File: config.mk
export PLATFORM = sky130hd
export DESIGN_NAME = move_router
export DESIGN_NICKNAME = d
export VERILOG_FILES = /design/src/rtl/mvr_pkg.sv /design/src/rtl/mvr_fifo.sv /design/src/rtl/mvr_seq.sv /design/src/rtl/move_router.sv
export SDC_FILE = /design/constraint.sdc
export NUM_CORES = 1
export LEC_CHECK = 0
export BUFFER_PORTS_ARGS = -buffer_cell sky130_fd_sc_hd__buf_2
export CAP_MARGIN = 40
export CORE_AREA = 8 8 140 142
export DETAILED_ROUTE_END_ITERATION = 10
export DIE_AREA = 0 0 148 150
export PLACE_DENSITY = 0.68
export SETUP_SLACK_MARGIN = 0.05
export SLEW_MARGIN = 25
export SYNTH_ARGS = -nofsm -noshare
export SYNTH_HDL_FRONTEND = slang
export SYNTH_SLANG_ARGS = --single-unit
File: constraint.sdc
create_clock -name clk -period 6.35 [get_ports clk]
set_input_delay 0.3175 -clock clk [delete_from_list [all_inputs] [get_ports clk]]
set_output_delay 0.3175 -clock clk [all_outputs]
set_load 0.005 [all_outputs]
File: src/rtl/mvr_pkg.sv
package mvr_pkg;

    localparam int TAG_W = 3;

    typedef enum logic [1:0] {
        OP_CSEL = 2'd0,
        OP_LINK = 2'd1,
        OP_SEQ  = 2'd2,
        OP_DUP  = 2'd3
    } mv_op_e;

    typedef enum logic [1:0] {
        ST_IDLE   = 2'd0,
        ST_GATHER = 2'd1,
        ST_EMIT1  = 2'd2,
        ST_EMIT2  = 2'd3
    } mv_state_e;

    typedef struct packed {
        mv_op_e             op;
        logic [TAG_W-1:0]   dst;
        logic [TAG_W-1:0]   dst2;
    } mv_instr_t;

    function automatic logic uses_a(mv_op_e op);
        return op != OP_LINK;
    endfunction

    function automatic logic uses_b(mv_op_e op);
        return (op == OP_CSEL) || (op == OP_SEQ);
    endfunction

    function automatic logic uses_l(mv_op_e op);
        return op == OP_LINK;
    endfunction

    function automatic logic uses_c(mv_op_e op);
        return op == OP_CSEL;
    endfunction

    function automatic logic emits_two(mv_op_e op);
        return (op == OP_SEQ) || (op == OP_DUP);
    endfunction

endpackage

File: src/rtl/mvr_fifo.sv
module mvr_fifo #(
    parameter int W     = 16,
    parameter int DEPTH = 2
) (
    input  logic         clk,
    input  logic         rst,
    input  logic         in_valid,
    output logic         in_ready,
    input  logic [W-1:0] in_data,
    input  logic         pop,
    output logic         head_valid,
    output logic [W-1:0] head_data
);
    localparam int PW = (DEPTH > 1) ? $clog2(DEPTH) : 1;
    localparam int CW = $clog2(DEPTH + 1);

    logic [W-1:0]  mem [DEPTH];
    logic [PW-1:0] wr_ptr, rd_ptr;
    logic [CW-1:0] count;
    logic          push, take;

    assign in_ready   = count != CW'(DEPTH);
    assign head_valid = count != '0;
    assign head_data  = mem[rd_ptr];
    assign push       = in_valid && in_ready;
    assign take       = pop && head_valid;

    function automatic logic [PW-1:0] bump(logic [PW-1:0] p);
        return (p == PW'(DEPTH - 1)) ? '0 : p + PW'(1);
    endfunction

    always_ff @(posedge clk) begin
        if (rst) begin
            wr_ptr <= '0;
            rd_ptr <= '0;
            count  <= '0;
        end else begin
            if (push) begin
                mem[wr_ptr] <= in_data;
                wr_ptr      <= bump(wr_ptr);
            end
            if (take) rd_ptr <= bump(rd_ptr);
            case ({push, take})
                2'b10:   count <= count + CW'(1);
                2'b01:   count <= count - CW'(1);
                default: count <= count;
            endcase
        end
    end
endmodule

File: src/rtl/mvr_seq.sv
module mvr_seq
    import mvr_pkg::*;
#(
    parameter int DW = 16
) (
    input  logic             clk,
    input  logic             rst,
    input  logic             ins_valid,
    output logic             ins_ready,
    input  mv_instr_t        ins,
    input  logic             a_hv,
    input  logic [DW-1:0]    a_hd,
    input  logic             b_hv,
    input  logic [DW-1:0]    b_hd,
    input  logic             l_hv,
    input  logic [DW-1:0]    l_hd,
    input  logic             c_hv,
    input  logic             c_hd,
    output logic             pop_a,
    output logic             pop_b,
    output logic             pop_l,
    output logic             pop_c,
    output logic             out_valid,
    input  logic             out_ready,
    output logic [DW-1:0]    out_data,
    output logic [TAG_W-1:0] out_tag,
    output logic             stall
);
    mv_state_e        state;
    mv_instr_t        cur;
    logic [DW-1:0]    tok1_d, tok2_d;
    logic [TAG_W-1:0] tok2_t;
    logic             have, go;
    logic [DW-1:0]    first_d, second_d;

    // all needed heads present at once; operands are taken together
    assign have = (!uses_a(cur.op) || a_hv) && (!uses_b(cur.op) || b_hv)
               && (!uses_l(cur.op) || l_hv) && (!uses_c(cur.op) || c_hv);
    assign go   = (state == ST_GATHER) && have;

    assign pop_a = go && uses_a(cur.op);
    assign pop_b = go && uses_b(cur.op);
    assign pop_l = go && uses_l(cur.op);
    assign pop_c = go && uses_c(cur.op);

    always_comb begin
        case (cur.op)
            OP_CSEL: first_d = c_hd ? a_hd : b_hd;
            OP_LINK: first_d = l_hd;
            default: first_d = a_hd;
        endcase
        second_d = (cur.op == OP_SEQ) ? b_hd : a_hd;
    end

    assign ins_ready = state == ST_IDLE;
    assign stall     = (state == ST_GATHER) && !have;
    assign out_valid = (state == ST_EMIT1) || (state == ST_EMIT2);
    assign out_data  = (state == ST_EMIT2) ? tok2_d : tok1_d;
    assign out_tag   = (state == ST_EMIT2) ? tok2_t : cur.dst;

    always_ff @(posedge clk) begin
        if (rst) begin
            state  <= ST_IDLE;
            cur    <= '0;
            tok1_d <= '0;
            tok2_d <= '0;
            tok2_t <= '0;
        end else begin
            case (state)
                ST_IDLE: if (ins_valid) begin
                    cur   <= ins;
                    state <= ST_GATHER;
                end
                ST_GATHER: if (have) begin
                    tok1_d <= first_d;
                    tok2_d <= second_d;
                    tok2_t <= (cur.op == OP_DUP) ? cur.dst2 : cur.dst;
                    state  <= ST_EMIT1;
                end
                ST_EMIT1: if (out_ready)
                    state <= emits_two(cur.op) ? ST_EMIT2 : ST_IDLE;
                default: if (out_ready)
                    state <= ST_IDLE;
            endcase
        end
    end
endmodule

File: src/rtl/move_router.sv
module move_router
    import mvr_pkg::*;
#(
    parameter int DW     = 16,
    parameter int QDEPTH = 2
) (
    input  logic             clk,
    input  logic             rst,
    input  logic             opa_valid,
    output logic             opa_ready,
    input  logic [DW-1:0]    opa_data,
    input  logic             opb_valid,
    output logic             opb_ready,
    input  logic [DW-1:0]    opb_data,
    input  logic             lnk_valid,
    output logic             lnk_ready,
    input  logic [DW-1:0]    lnk_data,
    input  logic             cnd_valid,
    output logic             cnd_ready,
    input  logic             cnd_bit,
    input  logic             ins_valid,
    output logic             ins_ready,
    input  logic [1:0]       ins_op,
    input  logic [TAG_W-1:0] ins_dst,
    input  logic [TAG_W-1:0] ins_dst2,
    output logic             out_valid,
    input  logic             out_ready,
    output logic [DW-1:0]    out_data,
    output logic [TAG_W-1:0] out_tag,
    output logic             stall
);
    localparam int NDQ = 3;   // A, B, return-address queues

    logic          q_vin  [NDQ];
    logic          q_rdy  [NDQ];
    logic [DW-1:0] q_din  [NDQ];
    logic          q_pop  [NDQ];
    logic          q_hv   [NDQ];
    logic [DW-1:0] q_hd   [NDQ];
    logic          c_pop, c_hv;
    logic          c_hd;
    mv_instr_t     ins;

    assign q_vin[0] = opa_valid;
    assign q_vin[1] = opb_valid;
    assign q_vin[2] = lnk_valid;
    assign q_din[0] = opa_data;
    assign q_din[1] = opb_data;
    assign q_din[2] = lnk_data;
    assign opa_ready = q_rdy[0];
    assign opb_ready = q_rdy[1];
    assign lnk_ready = q_rdy[2];

    generate
        for (genvar i = 0; i < NDQ; i++) begin : g_dq
            mvr_fifo #(.W(DW), .DEPTH(QDEPTH)) u_q (
                .clk       (clk),
                .rst       (rst),
                .in_valid  (q_vin[i]),
                .in_ready  (q_rdy[i]),
                .in_data   (q_din[i]),
                .pop       (q_pop[i]),
                .head_valid(q_hv[i]),
                .head_data (q_hd[i])
            );
        end
    endgenerate

    mvr_fifo #(.W(1), .DEPTH(QDEPTH)) u_cq (
        .clk       (clk),
        .rst       (rst),
        .in_valid  (cnd_valid),
        .in_ready  (cnd_ready),
        .in_data   (cnd_bit),
        .pop       (c_pop),
        .head_valid(c_hv),
        .head_data (c_hd)
    );

    assign ins = '{op: mv_op_e'(ins_op), dst: ins_dst, dst2: ins_dst2};

    mvr_seq #(.DW(DW)) u_seq (
        .clk      (clk),
        .rst      (rst),
        .ins_valid(ins_valid),
        .ins_ready(ins_ready),
        .ins      (ins),
        .a_hv     (q_hv[0]),
        .a_hd     (q_hd[0]),
        .b_hv     (q_hv[1]),
        .b_hd     (q_hd[1]),
        .l_hv     (q_hv[2]),
        .l_hd     (q_hd[2]),
        .c_hv     (c_hv),
        .c_hd     (c_hd),
        .pop_a    (q_pop[0]),
        .pop_b    (q_pop[1]),
        .pop_l    (q_pop[2]),
        .pop_c    (c_pop),
        .out_valid(out_valid),
        .out_ready(out_ready),
        .out_data (out_data),
        .out_tag  (out_tag),
        .stall    (stall)
    );
endmodule

==> summary.txt <==
Finish
  – Synth-to-Final Area Change: 20.1%
  – Layout cells sized above 1: ~28%
  – Final Instance Area: roughly 0.0082 mm2
  – Commonest cells after routing, fill and taps aside: edfxtp_1, buf_2, dfxtp_1
  – N_diodes: 0
  – Fill cells: approximately 1,600
  – Layout net count: 716
  – Commonest non-fill, non-tap cell in the layout: edfxtp_1

CTS
  – Maximum buffer depth of the clock tree: 2
  – Setup Buffers After CTS: 0
  – CTS root buf: clkbuf_16
  – Clk_lat worst skew: 0.42 ns
  – CTS resizes: 0
  – Clk slew on worst S/H paths: around 0.060 ns
  – CTS tree: done
  – Hold buffer count at CTS: 0
  – CTS buffer count: 17
  – CTS HTree Levels: 4
  – Num Clock Sinks: around 160

Critical path
  – R2R Setup Slk: 3.27 ns
  – Worst path arrival time: 3.43 ns
  – Crit end category: register
  – Reg2Reg Launch Point: u_seq.cur[6]
  – CP startpoint: u_seq.cur[6]
  – Reg2reg end: g_dq[1].u_q.count[1]
  – Worst Setup Start Kind: register
  – CP required: approximately 6.7 ns
  – CP Class: reg2reg
  – Reg2reg path depth: 8
  – Critical Path Fanout Max: around 40

Timing
  – Rel. slew slack: 48.8%
  – Max Clock Skew: between 0.009 and 0.01 ns
  – Setup TNS: 0 ns
  – Setup ws final: around 3.3 ns
  – Final Cycle Share: 48.4%
  – Hold Slack: 0.0777 ns
  – Fin. Hold Viols: 0
  – Fmax achieved: 0.325 GHz
  – Final min period: 3.08 ns
  – Worst slew pin tran: approximately 0.77 ns
  – Final setup vio count: 0
  – RSZ-0062 raised after global routing: false
  – Slew Limit Fails: 0

Global route
  – Antenna violations before repair: 0
  – Pin count of the biggest net entering global routing: between 70 and 80
  – GRT met1 Usage: between 10% and 20%
  – Global route overflow: 0
  – Layer with the highest usage: met2
  – GR Layer Usage met3: 3.90%
  – M2 GR Usage: 24.3%
  – GR Util All Layers: between 10% and 20%
  – Number of global-route vias before repair: about 4,700
  – First-pass GRT wire length: 24,300 um

Drt
  – # DRC: 0
  – WL final: between 15,000 and 20,000 um
  – Initial drt markers: roughly 360
  – DR vias: around 4,600
  – Post-route antenna net violation count: 0
  – Wire per inst: about 18 um
  – Vias per cell: roughly 5.2
  – DRT Pass-1 Iters: 5

Floorplan
  – Core area: 0.0175 mm2
  – # IOs: 91
  – Initial core utilization: approximately 39%
  – Die height: ~150 um
  – Chip Width: 148 um
  – Full die area: 0.0222 mm2
  – Num rows: between 40 and 50

Pwr
  – Combinational share of power: between 10% and 20%
  – Int Pwr: around 1900 uW
  – Total power: roughly 2500 uW
  – PD cells: roughly 300 mW/mm2
  – Switching share of power: between 20% and 30%
  – Leakage power: between 0.002 and 0.003 uW
  – Sw Pwr: a little over 600 uW
  – Sequential Power Share: 49.5%
  – Clock share of power: 38.8%
  – VDD IR max: approximately 0.19 mV

Hold path
  – Min-Delay Endpoint: g_dq[0].u_q.mem[0][14]
  – Hold Crit Class: in2reg
  – Hold Path Stages: 1
  – Hold_sp: opa_data[14]

Job
  – Max cap viols: 0

Synthesis
  – Avg Inst Size Synth: ~12 um2
  – Synth area leader: edfxtp_1
  – Syn Nets: about 630
  – Ranking of synthesized cells by area: edfxtp_1, dfxtp_1, mux2_2
  – Yosys reg bits: about 160
  – Area share of the largest cell type after synthesis: 43.3%
  – Post-Syn Area: ~0.0068 mm2
  – Ys Warns: 0
  – Sequential area share after synthesis: 62.4%
  – Synth unique cells: 38
  – Cells after Synth: 562

Place
  – Pre-CTS setup slack: 3.20 ns
  – Routability Congestion: slightly below 0.8
  – Final HPWL DP: ~11,000 um
  – Area after DPL: roughly 0.0075 mm2
  – IO buf count: 90

Run status
  – Outcome: completed
worst max-delay path by stage:
stage / slack [ns] / cells past startpoint / end
2_1_floorplan: 3.96 / 3 / g_dq[0].u_q.mem[1][0]
3_3_place_gp: 3.32 / 7 / g_dq[2].u_q.count[1]
3_5_place_dp: 3.20 / 7 / g_dq[1].u_q.count[1]
4_1_cts: 3.20 / 7 / g_dq[0].u_q.count[1]
5_1_grt: 3.07 / 8 / g_dq[1].u_q.count[1]
6_report: 3.27 / 8 / g_dq[1].u_q.count[1]
flip-flops by register name, summed over array words and instances, names as in the netlist, named ones only:
name             flops
u_seq.state          2
u_cq.count           2
g_dq.u_q.mem        96
u_cq.mem             2
g_dq.u_q.wr_ptr      3
g_dq.u_q.count       6
u_seq.cur            8
u_seq.tok2_t         3
g_dq.u_q.rd_ptr      3
u_seq.tok1_d        16
u_seq.tok2_d        16
u_cq.wr_ptr          1
u_cq.rd_ptr          1
cell type report:
cell class,instances,area (um2),share of cell area (%)
Sequential cell,163,4240,52.0
Multi-Input combinational cell,358,2450,30.0
Timing Repair Buffer,106,628,7.69
Clock buffer,20,447,5.47
Tap cell,229,287,3.51
Clock inverter,12,106,1.30
Inverter,1,3.75,0.0460
worst max-delay path, cell delays in order, from the launching register on:
cell and delay, ns:
dfxtp_1 0.42, buf_4 0.44, nor4b_2 0.48, a2111o_1 0.49
buf_6 0.23, nor2_1 0.06, ha_1 0.35, or3_1 0.36
a21oi_1 0.15
cells in the mapped netlist:
cell and instances:
nand3_1 3, nand2b_1 5, a311oi_1 18, a2111o_1 1
nor2_1 59, nand2b_4 1, o31ai_1 2, edfxtp_1 98
o21ai_1 1, xor2_1 8, o32ai_2 1, nor4b_2 1
a2111oi_4 1, a21oi_1 44, buf_1 5, nor4b_1 1
mux2i_1 39, nor3_1 8, o31a_1 1, o211ai_1 16
clkbuf_1 27, xnor2_1 5, o21ai_0 21, or4_1 3
buf_6 1, mux2_2 37, or3_1 5, dfxtp_1 65
nand2_1 58, o21ba_2 1, or4b_2 1, nor2b_1 3
o22ai_1 2, a211oi_1 3, ha_1 4, nor3b_1 5
buf_2 7, inv_1 1
metrics by stage:
step,util [%],std cells
floorplan,-,562
global placement,42.5,848
detailed placement,42.9,851
CTS,46.1,883
global route,46.6,889
finish,46.6,889
cells by family after synthesis:
logic type | Yosys count | share of synthesized area (%)
flops | 163 | 62.4
simple gates | 153 | 10.0
compound gates | 112 | 10.8
mux | 76 | 11.9
buf+inv | 41 | 2.50
xor+xnor | 13 | 1.67
fa+ha+maj | 4 | 0.736
power by group through the flow:
stage,sequential [uW],combinational [uW],clock (uW)
after CTS,1220,285,979
final,1220,291,958
after floorplan,1230,191,0
after global routing,1230,323,1020
after global placement,1240,265,0
after detailed placement,1250,284,0
metal layers:
layer | routed length [um] | up-vias | part of all wire, %
met3 | 947 | 21 | 6.0
met2 | 8010 | 142 | 51
met1 | 6480 | 2235 | 41
met5 | 0 | - | 0
li1 | - | 2233 | -
met4 | 307 | 0 | 1.9
Power figures use the tool's default switching activity.
